--- config.mk ---
export PLATFORM = sky130hd
export DESIGN_NAME = addr_break_unit
export DESIGN_NICKNAME = d
export VERILOG_FILES = /design/src/rtl/brk_pkg.sv /design/src/rtl/brk_datapath.sv /design/src/rtl/brk_control.sv /design/src/rtl/addr_break_unit.sv
export SDC_FILE = /design/constraint.sdc
export NUM_CORES = 1
export LEC_CHECK = 0
export BUFFER_PORTS_ARGS = -buffer_cell sky130_fd_sc_hd__buf_2
export CAP_MARGIN = 15
export CORE_AREA = 4 4 95 119
export CTS_CLUSTER_SIZE = 40
export DETAILED_ROUTE_END_ITERATION = 10
export DIE_AREA = 0 0 99 123
export HOLD_SLACK_MARGIN = 0.12
export PLACE_DENSITY = 0.74
export SLEW_MARGIN = 30
export SYNTH_ARGS = -nofsm -noshare
export SYNTH_HDL_FRONTEND = slang
export SYNTH_SLANG_ARGS = --single-unit
export TNS_END_PERCENT = 5
--- constraint.sdc ---
create_clock -name clk -period 2.4 [get_ports clk]
set_input_delay 0.48 -clock clk [delete_from_list [all_inputs] [get_ports clk]]
set_output_delay 0.48 -clock clk [all_outputs]
set_load 0.1 [all_outputs]
--- src/rtl/brk_pkg.sv ---
package brk_pkg;
  localparam int NUM_SETS      = 4;
  localparam int BYTE_W        = 8;
  localparam int ADDR_W        = 24;
  localparam int SEG_W         = 16;
  localparam int BYTES_PER_SET = ADDR_W / BYTE_W;
  localparam int CTL_OFS       = NUM_SETS * BYTES_PER_SET;
  localparam int REG_AW        = $clog2(CTL_OFS + 1);

  // strobes from control to datapath
  typedef struct packed {
    logic [NUM_SETS-1:0][BYTES_PER_SET-1:0] wrByte;
    logic                                   wrCtl;
    logic                                   accum;
    logic                                   fire;
    logic                                   clear;
  } brkStrobe_t;
endpackage

--- src/rtl/brk_datapath.sv ---
module brk_datapath
  import brk_pkg::*;
(
  input  logic                clk,
  input  logic                rstN,
  input  brkStrobe_t          strb,
  input  logic [BYTE_W-1:0]   wrData,
  input  logic [ADDR_W-1:0]   cpuAddr,
  input  logic                linearMode,
  input  logic [BYTE_W-1:0]   pageBase,
  output logic                anyMatch,
  output logic [NUM_SETS-1:0] hitFlags
);
  localparam int PAGE_W = ADDR_W - SEG_W;

  logic [ADDR_W-1:0]   addrReg [NUM_SETS];
  logic [NUM_SETS-1:0] enableReg;
  logic [NUM_SETS-1:0] matchVec;
  logic [NUM_SETS-1:0] pendHits;
  logic [ADDR_W-1:0]   cmpAddr;

  always_ff @(posedge clk or negedge rstN) begin
    if (!rstN) begin
      for (int s = 0; s < NUM_SETS; s++) addrReg[s] <= '0;
      enableReg <= '0;
    end else begin
      for (int s = 0; s < NUM_SETS; s++)
        for (int b = 0; b < BYTES_PER_SET; b++)
          if (strb.wrByte[s][b]) addrReg[s][b*BYTE_W +: BYTE_W] <= wrData;
      if (strb.wrCtl) enableReg <= wrData[NUM_SETS-1:0];
    end
  end

  always_comb begin
    if (linearMode) cmpAddr = cpuAddr;
    else            cmpAddr = {pageBase[PAGE_W-1:0], cpuAddr[SEG_W-1:0]};
  end

  genvar gs;
  generate
    for (gs = 0; gs < NUM_SETS; gs++) begin : g_cmp
      assign matchVec[gs] = enableReg[gs] && (cmpAddr == addrReg[gs]);
    end
  endgenerate

  assign anyMatch = |matchVec;

  always_ff @(posedge clk or negedge rstN) begin
    if (!rstN) begin
      pendHits <= '0;
      hitFlags <= '0;
    end else begin
      if (strb.fire) begin
        hitFlags <= pendHits | matchVec;
        pendHits <= '0;
      end else begin
        if (strb.clear) hitFlags <= '0;
        if (strb.accum) pendHits <= pendHits | matchVec;
      end
    end
  end
endmodule

--- src/rtl/brk_control.sv ---
module brk_control
  import brk_pkg::*;
(
  input  logic              clk,
  input  logic              rstN,
  input  logic              regWrEn,
  input  logic [REG_AW-1:0] regAddr,
  input  logic              anyMatch,
  input  logic              firstFetch,
  input  logic              instrEnd,
  input  logic              brkAck,
  output brkStrobe_t        strb,
  output logic              brkReq
);
  logic pending;

  always_comb begin
    strb = '0;
    for (int s = 0; s < NUM_SETS; s++)
      for (int b = 0; b < BYTES_PER_SET; b++)
        strb.wrByte[s][b] = regWrEn && (int'(regAddr) == s * BYTES_PER_SET + b);
    strb.wrCtl = regWrEn && (int'(regAddr) == CTL_OFS);
    strb.clear = brkReq && brkAck;
    if (!brkReq) begin
      if (anyMatch && firstFetch)      strb.fire  = 1'b1;
      else if (pending || anyMatch) begin
        if (instrEnd)                  strb.fire  = 1'b1;
        else                           strb.accum = 1'b1;
      end
    end
  end

  always_ff @(posedge clk or negedge rstN) begin
    if (!rstN) begin
      brkReq  <= 1'b0;
      pending <= 1'b0;
    end else begin
      if (strb.fire)       brkReq <= 1'b1;
      else if (strb.clear) brkReq <= 1'b0;
      if (strb.fire)       pending <= 1'b0;
      else if (strb.accum) pending <= 1'b1;
    end
  end


  first_fetch_break_chk: assert property (@(posedge clk) disable iff (!rstN)
    anyMatch && firstFetch && !brkReq |=> brkReq);

  deferred_hold_chk: assert property (@(posedge clk) disable iff (!rstN)
    anyMatch && !firstFetch && !instrEnd && !brkReq |=> !brkReq);

  break_latched_chk: assert property (@(posedge clk) disable iff (!rstN)
    brkReq && !brkAck |=> brkReq);

  ack_clear_chk: assert property (@(posedge clk) disable iff (!rstN)
    brkReq && brkAck |=> !brkReq);
endmodule

--- src/rtl/addr_break_unit.sv ---
module addr_break_unit
  import brk_pkg::*;
(
  input  logic                clk,
  input  logic                rstN,
  input  logic                regWrEn,
  input  logic [REG_AW-1:0]   regAddr,
  input  logic [BYTE_W-1:0]   regWrData,
  input  logic [ADDR_W-1:0]   cpuAddr,
  input  logic                linearMode,
  input  logic [BYTE_W-1:0]   pageBase,
  input  logic                firstFetch,
  input  logic                instrEnd,
  input  logic                brkAck,
  output logic                brkReq,
  output logic [NUM_SETS-1:0] hitStatus
);
  brkStrobe_t strb;
  logic       anyMatch;

  brk_control u_ctrl (
    .clk(clk), .rstN(rstN), .regWrEn(regWrEn), .regAddr(regAddr),
    .anyMatch(anyMatch), .firstFetch(firstFetch), .instrEnd(instrEnd),
    .brkAck(brkAck), .strb(strb), .brkReq(brkReq)
  );

  brk_datapath u_dp (
    .clk(clk), .rstN(rstN), .strb(strb), .wrData(regWrData),
    .cpuAddr(cpuAddr), .linearMode(linearMode), .pageBase(pageBase),
    .anyMatch(anyMatch), .hitFlags(hitStatus)
  );


  hits_nonzero_chk: assert property (@(posedge clk) disable iff (!rstN)
    brkReq |-> hitStatus != '0);

  hits_cleared_chk: assert property (@(posedge clk) disable iff (!rstN)
    $fell(brkReq) |-> hitStatus == '0);
endmodule

# Word level (Yosys, flattened, before mapping)
# Cells that the tools add are included.
# word_totals
elab_cells,73
reg_bits,110
mem_bits_rw,0
n_memories,0
latch_bits,0
input_bits,51
mem_bits_ro,0
out_inout_bits,5
# op_classes
eq_ne,16
shifts,0
n_bitwise,1
mux,15
div_mod_pow,0
add_sub_neg,0
n_lt_le_gt_ge,0
multipliers,0
n_reduce_logical,24
# op_table
cell,count
24-bit equality test,4
4-bit equality test (second input constant),8
24-bit two-way mux,1
1-bit logical AND,19
4-bit two-way mux,4
4-bit by 3-bit equality test with 1-bit output (second input constant),3
1-bit two-way mux,8
4-bit by 2-bit equality test with 1-bit output (second input constant),1
4-bit logical NOT,1
2-bit two-way mux,2
4-bit bitwise OR,1
2-bit nonzero test,2
4-bit OR reduction,1
1-bit logical OR,1

# Longest topological paths before layout
# Gate-level depths: netlist of run 1.
# logic_depth
depth_word,10
mapped_depth,9
depth_no_buf,8

# Hierarchy
# A second synthesis of run 1 with hierarchy kept.
# unflattened
hier_cells,481
area_unflattened_um2,5810.6
# by_module_without_submodules
module,cells_per_inst,instances,area_each_um2,seq_area_each_um2
brk_datapath,447,1,5587.9,2702.6
brk_control,34,1,222.7,50.0

# Worst setup path after synthesis of run 1
# Ideal clock, no wire load.
# synth_path
kind,input to register
from,input linearMode
to,register u_dp.hitFlags[0]
path_slack_ns,-0.188
arrival_time_ns,2.508
setup_ns,0.079
stages,9
cell_sequence,buf_6 -> mux2i_2 -> xor2_1 -> nand3_1 -> or4_4 -> nand4_4 -> nor2_2 -> nor3_4 -> mux2i_1
# synth_via
elab_chain_len,9
# synth_rtl
element,line_no,source
start: declaration,addr_break_unit.sv:10,"input logic linearMode,"
24-bit two-way mux *,brk_datapath.sv:35,if (linearMode) cmpAddr = cpuAddr;
24-bit equality test,brk_datapath.sv:42,assign matchVec[gs] = enableReg[gs] && (cmpAddr == addrReg[gs]);
1-bit logical AND,brk_datapath.sv:42,
4-bit OR reduction,brk_datapath.sv:46,assign anyMatch = |matchVec;
1-bit logical OR,brk_control.sv:26,else if (pending || anyMatch) begin
2-bit two-way mux,brk_control.sv:26,
1-bit two-way mux,brk_control.sv:25,if (anyMatch && firstFetch) strb.fire = 1'b1;
2-bit two-way mux,brk_control.sv:24,if (!brkReq) begin
4-bit two-way mux / 2-bit nonzero test (equally long branches),n/a,
end signal: assignment,brk_datapath.sv:54,hitFlags <= pendHits | matchVec;
end: declaration,brk_datapath.sv:12,output logic [NUM_SETS-1:0] hitFlags
# Every way passes the cells marked *; elsewhere a longest branch is shown, timed or not.
# A chain may end at the register's enable or synchronous reset.

# Final worst setup path of run 1
# layout_path
from,register u_dp.addrReg[80] in the netlist's numbering
to,register u_dp.hitFlags[2]
# layout_via
elab_chain_len,8
# layout_rtl
element,line_no,source
start: declaration,brk_datapath.sv:16,logic [ADDR_W-1:0] addrReg [NUM_SETS];
start signal: indexed assignment,brk_datapath.sv:29,if (strb.wrByte[s][b]) addrReg[s][b*BYTE_W +: BYTE_W] <= wrData;
24-bit equality test *,brk_datapath.sv:42,
1-bit logical AND *,brk_datapath.sv:42,
4-bit OR reduction *,brk_datapath.sv:46,
1-bit logical OR,brk_control.sv:26,
2-bit two-way mux,brk_control.sv:26,
1-bit two-way mux *,brk_control.sv:25,
2-bit two-way mux *,brk_control.sv:24,
4-bit two-way mux / 2-bit nonzero test (equally long branches),n/a,
# Marked as above.

==> impl_metrics.json, run 1 <==
{
  "cts_buffers": 9,
  "swShare": 0.271,
  "tightest_slew_ps": 592,
  "peakVddDrop_v": 0.000514,
  "arrival_ps": 2820,
  "cts_root_buffer": "clkbuf_16",
  "slowest_stage": "or4_4",
  "path_max_fanout": 9,
  "track_usage": 0.229,
  "clk_latency_ps": 350,
  "synth.largest_area_cell": "dfrtp_1",
  "critPathBufInv": 1,
  "syn_nets": 469,
  "grt_pass1_vias": 3894,
  "antenna_found_initial": 0,
  "place.gp.congestion": 0.858,
  "rrSetupSlack_ps": -160,
  "pwr-share-seq": 0.484,
  "power_frac_clock": 0.307,
  "skew_ps": 9.03,
  "grt-ovfl-total": 0,
  "pin_count": 56,
  "p_leak_nw": 2.99,
  "min_period_over_period": 1.07,
  "synthArstFlopShare": 1.00,
  "path_class": "register to register",
  "fp.dieW_um": 99,
  "htree_levels": 3,
  "maxCapViolations": 0,
  "clk_pin_slew_worst_paths_ps": 70,
  "powerDensity_mw_per_mm2": 797,
  "critPathTopFamily": "simple AND/OR/NAND/NOR gates",
  "syn2layout_area_growth_pct": 20.4,
  "drive_gt1_frac": 0.443,
  "rsz0062_at_grt": "yes",
  "period_minus_slack_ps": 2560,
  "clockBufferDepth": 2,
  "cp-start-kind": "register",
  "synth_seq_cells": 110,
  "hp-class": "input port to async pin",
  "endpoint_kind": "register",
  "fp.dieArea_mm2": 0.0122,
  "cp_data_required_time_ps": 2670,
  "fp-row-count": 41,
  "finalSetupViolations": 10,
  "cts_tree": "yes",
  "regArea_mm2": 0.00275,
  "vias": 3604,
  "wirelength_um": 13000,
  "via_per_inst": 5.62,
  "worst_slack_ps": -157,
  "maxSlewViolCount": 0,
  "violations": "setup timing",
  "core_mm2": 0.0101,
  "initial_core_util": 0.539,
  "comb_power_share": 0.209,
  "yosys_most_used_dff": "dfrtp_1",
  "hpwl_um": 9780,
  "yosysWarnings": 0,
  "nets": 559,
  "route.detailed.wl_per_inst_um": 20.3,
  "syn_inst": 418,
  "path_cells": "xor2_1 -> nor4_1 -> nand3_1 -> or4_4 -> nand4_4 -> a21oi_4 -> nor3_4 -> buf_12 -> mux2i_1",
  "intPower_mw": 3.81,
  "synth_edf_count": 0,
  "ant_nets": 0,
  "synth.top_cell.area_share": 0.505,
  "firstDrtPassIters": 4,
  "n_antenna_cell": 0,
  "ys_seq_area_frac": 0.505,
  "setup-tns-final_ps": -660,
  "yosysUniqueCellTypes": 31,
  "finalHoldViolCount": 0,
  "drc": 0,
  "fmax_ghz": 0.391,
  "netlist_area_mm2": 0.00545,
  "port_buffers": 55,
  "grt_first_pass_wirelength_um": 21000,
  "slowest_delay_ps": 480,
  "status": "complete, but fails checks",
  "cts.sinks": 110,
  "grt_max_degree": 52,
  "maxSlewHeadroom": 0.605,
  "synth_area_leaders": "dfrtp_1 51%, mux2_2 21%, xor2_1 15%",
  "avgSynthCellArea_um2": 13.0,
  "power.total_mw": 5.23,
  "p_switching_mw": 1.42,
  "first_iter_violations": 134,
  "die_h_um": 123,
  "fillers": 767,
  "multi_input_area_mm2": 0.00274
}
==> cell usage in the layout, fill, tap and decap left out, types with 2 or more instances in the layout <==
master	synthesis	layout
nor4_2	0	5
nor2_1	20	20
nor2b_1	5	5
bufinv_16	0	2
xnor2_1	4	4
mux2i_4	1	8
or4_4	4	4
xor2_1	92	92
mux2i_1	4	4
buf_12	0	2
nand2_1	7	7
nand2b_1	2	2
clkbuf_16	0	9
nor3_1	4	4
buf_4	0	35
nand3_1	8	8
clkbuf_8	0	2
buf_2	0	54
nand3b_1	4	4
or3_1	2	2
dfrtp_1	110	110
nand4_1	9	9
mux2_2	100	100
nor4_1	12	7
==> routing by layer <==
layer,vias up,share of wire,global-route usage,wire length (um)
li1,1631,-,-,-
met1,1847,0.39,0.257,5120
met2,90,0.52,0.414,6820
met3,36,0.042,0.0446,551
met4,0,0.043,0.117,557
met5,-,0,0,0
==> path summary, 6_finish.rpt <==
| kind | cells after the start | endpoint | start |
|---|---|---|---|
| max | 9 | u_dp.hitFlags[2] | u_dp.addrReg[80] |
| min | 1 | u_dp.addrReg[17] | rstN |
| max reg2reg | 9 | u_dp.hitFlags[2] | u_dp.addrReg[80] |
| min reg2reg | 2 | u_dp.pendHits[3] | u_dp.pendHits[3] |
| max in group asynchronous | 2 | u_dp.addrReg[13] | rstN |
| min in group clk | 2 | u_ctrl.pending | firstFetch |
==> worst register-to-register path, cell delays in order (launching register included) <==
cell     delay [ps]
dfrtp_1         400
xor2_1          170
nor4_1          460
nand3_1         210
or4_4           480
nand4_4         150
a21oi_4          70
nor3_4          190
buf_12          150
mux2i_1         200
==> power groups by stage <==
stage          combinational, mW  clock, mW  sequential (mW)
3_3_place_gp                1.03          0             2.53
3_5_place_dp                1.07          0             2.56
5_1_grt                     1.20       1.71             2.57
6_report                    1.09       1.61             2.53
2_1_floorplan              0.738          0             2.48
4_1_cts                     1.10       1.63             2.53
==> cell usage after synthesis (2+ instances only) <==
cell	n
xor2_1	92
mux2i_1	4
nand3_1	8
or3_1	2
dfrtp_1	110
mux2_2	100
nor3_1	4
nand4_1	9
or4_4	4
nand3b_1	4
nor2b_1	5
nand2_1	7
nor2_1	20
mux2i_2	7
nor4_1	12
clkbuf_1	11
nand2b_1	2
xnor2_1	4
==> metrics by stage <==
stage	setup WS [ps]	area, um2	utilization	instances	hold WS (ps)
after floorplan	-142	5530	-	418	184
after global placement	-436	6200	0.613	626	485
after detailed placement	-505	6200	0.613	626	502
after CTS	-137	6550	0.648	641	149
after global routing	-263	6560	0.649	641	175
final	-157	6560	0.649	641	133
==> area by class of cell <==
type	instances	share of cell area
Multi-Input combinational cell	294	0.417
Inverter	1	0.000572
Timing Repair Buffer	92	0.0890
Tap cell	129	0.0246
Clock inverter	3	0.0103
Sequential cell	110	0.419
Clock buffer	12	0.0391
==> logic make-up (layout without fill, tap and decap cells) <==
| logic type | count (synthesis) | after routing | share of synthesized area |
|---|---|---|---|
| compound gates | 4 | 4 | 0.00528 |
| xor+xnor | 96 | 96 | 0.154 |
| buf+inv | 14 | 108 | 0.0110 |
| flops | 110 | 110 | 0.505 |
| mux | 112 | 112 | 0.236 |
| simple gates | 82 | 82 | 0.0886 |
==> flip-flops by register name, indices dropped and copies added, names as in the netlist <==
name,flops
u_dp.addrReg,96
u_dp.pendHits,4
u_ctrl.pending,1
u_ctrl.brkReq,1
u_dp.hitFlags,4
u_dp.enableReg,4
==> repair_timing <==
item                                    in CTS  in global routing
endpoints found under the setup margin      10                 10
hold buffers                                 0                  0
buffers inserted                             0                  0
endpoints found under the hold margin        0                  0
resized for setup                            5                  2
pin swaps                                    1                  1
Note: power is estimated with default switching activity, not from simulation.
==> run 2, diff against run 1 <==
--- a/config.mk
+++ b/config.mk
@@ -8,12 +8,12 @@
 export BUFFER_PORTS_ARGS = -buffer_cell sky130_fd_sc_hd__buf_2
 export CAP_MARGIN = 15
 export CORE_AREA = 4 4 95 119
+export CTS_BUF_LIST = sky130_fd_sc_hd__clkbuf_4 sky130_fd_sc_hd__clkbuf_8 sky130_fd_sc_hd__clkbuf_16
 export CTS_CLUSTER_SIZE = 40
 export DETAILED_ROUTE_END_ITERATION = 10
 export DIE_AREA = 0 0 99 123
 export HOLD_SLACK_MARGIN = 0.12
 export PLACE_DENSITY = 0.74
-export SLEW_MARGIN = 30
 export SYNTH_ARGS = -nofsm -noshare
 export SYNTH_HDL_FRONTEND = slang
 export SYNTH_SLANG_ARGS = --single-unit
==> impl_metrics.json, run 2 (synthesis results as in run 1) <==
{
  "status": "complete, but fails checks",
  "final_cell_mix": "110 x dfrtp_1, 100 x mux2_2, 92 x xor2_1",
  "first_iter_violations": 122,
  "grt_pass1_vias": 3903,
  "min_period_over_period": 1.07,
  "layout_commonest_cell": "dfrtp_1",
  "grt-ovfl-total": 0,
  "fin_area_mm2": 0.00660,
  "syn2layout_area_growth_pct": 21.1,
  "clockBufferDepth": 2,
  "period_minus_slack_ps": 2580,
  "die_h_um": 123,
  "n_antenna_cell": 0,
  "initial_core_util": 0.539,
  "maxSlewViolCount": 0,
  "hpwl_um": 9780,
  "drc": 0,
  "htree_levels": 3,
  "place_area_mm2": 0.00620,
  "tightest_slew_ps": 591,
  "largest_reg_flops": 96,
  "regMostFlops": "u_dp.addrReg",
  "powerDensity_mw_per_mm2": 794,
  "finalHoldViolCount": 0,
  "route.detailed.wl_per_inst_um": 20.3,
  "postCtsHoldBufs": 0,
  "nets": 562,
  "ant_nets": 0,
  "final_util": 0.653,
  "skew_ps": 9.81,
  "peakVddDrop_v": 0.000515,
  "rsz0062_at_grt": "yes",
  "worstRegToRegCells": 10,
  "wirelength_um": 13100,
  "fmax_ghz": 0.388,
  "cts_buffers": 9,
  "grt_first_pass_wirelength_um": 20900,
  "place.gp.congestion": 0.858,
  "arrival_ps": 2840,
  "vias": 3593,
  "pin_count": 56,
  "finalSetupViolations": 10,
  "grt_max_degree": 52,
  "firstDrtPassIters": 4,
  "cp-start-kind": "register",
  "hp-class": "input port to async pin",
  "port_buffers": 55,
  "endpoint_kind": "register",
  "antenna_found_initial": 0,
  "worst_slack_ps": -179,
  "cp_data_required_time_ps": 2660,
  "fp.dieArea_mm2": 0.0122,
  "fillers": 760,
  "maxCapViolations": 0,
  "fp.dieW_um": 99,
  "cts_tree": "yes",
  "setup-tns-final_ps": -1120,
  "via_per_inst": 5.58,
  "cts.sinks": 110,
  "path_max_fanout": 7,
  "cts_root_buffer": "clkbuf_16",
  "track_usage": 0.229,
  "cp-startpoint": "u_dp.addrReg[10]",
  "core_mm2": 0.0101,
  "clk_latency_ps": 350,
  "clk_pin_slew_worst_paths_ps": 70,
  "path_class": "register to register",
  "r2r_start": "u_dp.addrReg[10]",
  "violations": "setup timing",
  "maxSlewHeadroom": 0.606,
  "p_leak_nw": 3.02,
  "fp-row-count": 41,
  "drive_gt1_frac": 0.450
}
run 2: metal layers:
metal	wire (um)	share of wire	vias up	global-route usage
met2	6870	0.53	86	0.413
met4	522	0.040	0	0.114
met1	5130	0.39	1835	0.256
li1	-	-	1638	-
met5	0	0	-	0
met3	547	0.042	34	0.0446
run 2: repair_timing:
action / CTS / global route
setup buffers: 0 / 3
gates resized for setup: 5 / 4
pin swaps: 1 / 4
hold endpoints to repair: 0 / 0
cloned: 0 / 0
endpoints found under the setup margin: 10 / 10
run 2: worst max-delay path, cell delays in order (launching register included):
cell     delay [ps]
dfrtp_1         390
xor2_1          150
nor4_1          290
buf_4           160
nand4_1         160
or4_4           610
nand4_4         120
nor2_4           50
nor3_4          190
buf_12          140
mux2i_2         210
run 2: cell type report:
type | instances | area [um2] | share of cell area
Inverter | 1 | 3.75 | 0.000569
Multi-Input combinational cell | 294 | 2750 | 0.416
Clock inverter | 3 | 67.6 | 0.0102
Clock buffer | 12 | 260 | 0.0394
Tap cell | 129 | 161 | 0.0245
Sequential cell | 110 | 2750 | 0.417
Timing Repair Buffer | 95 | 607 | 0.0920
run 2: through the flow:
stage	worst slack [ps]	hold WS, ps	std cells	power, mW
after floorplan	-142	184	418	3.22
after global routing	-282	175	644	5.49
after CTS	-140	149	641	5.27
after detailed placement	-505	502	626	3.63
after global placement	-436	485	626	3.57
final	-179	132	644	5.24
run 2: where the power goes:
group          total (mW)  switching [mW]  internal (mW)  leakage [nW]
Combinational        1.09           0.493          0.599          1.49
Sequential           2.53           0.281           2.25          1.37
Clock                1.62           0.642          0.978         0.158
Total                5.24            1.42           3.82          3.02
run 2: path summary, 6_finish.rpt:
check,endpoint,slack [ps]
worst max-delay path,u_dp.hitFlags[2],-180
worst min-delay path,u_dp.addrReg[17],130
worst max register to register,u_dp.hitFlags[2],-180
worst min register to register,u_dp.pendHits[3],510
max in group asynchronous,u_dp.addrReg[91],1610
min in group clk,u_ctrl.pending,360
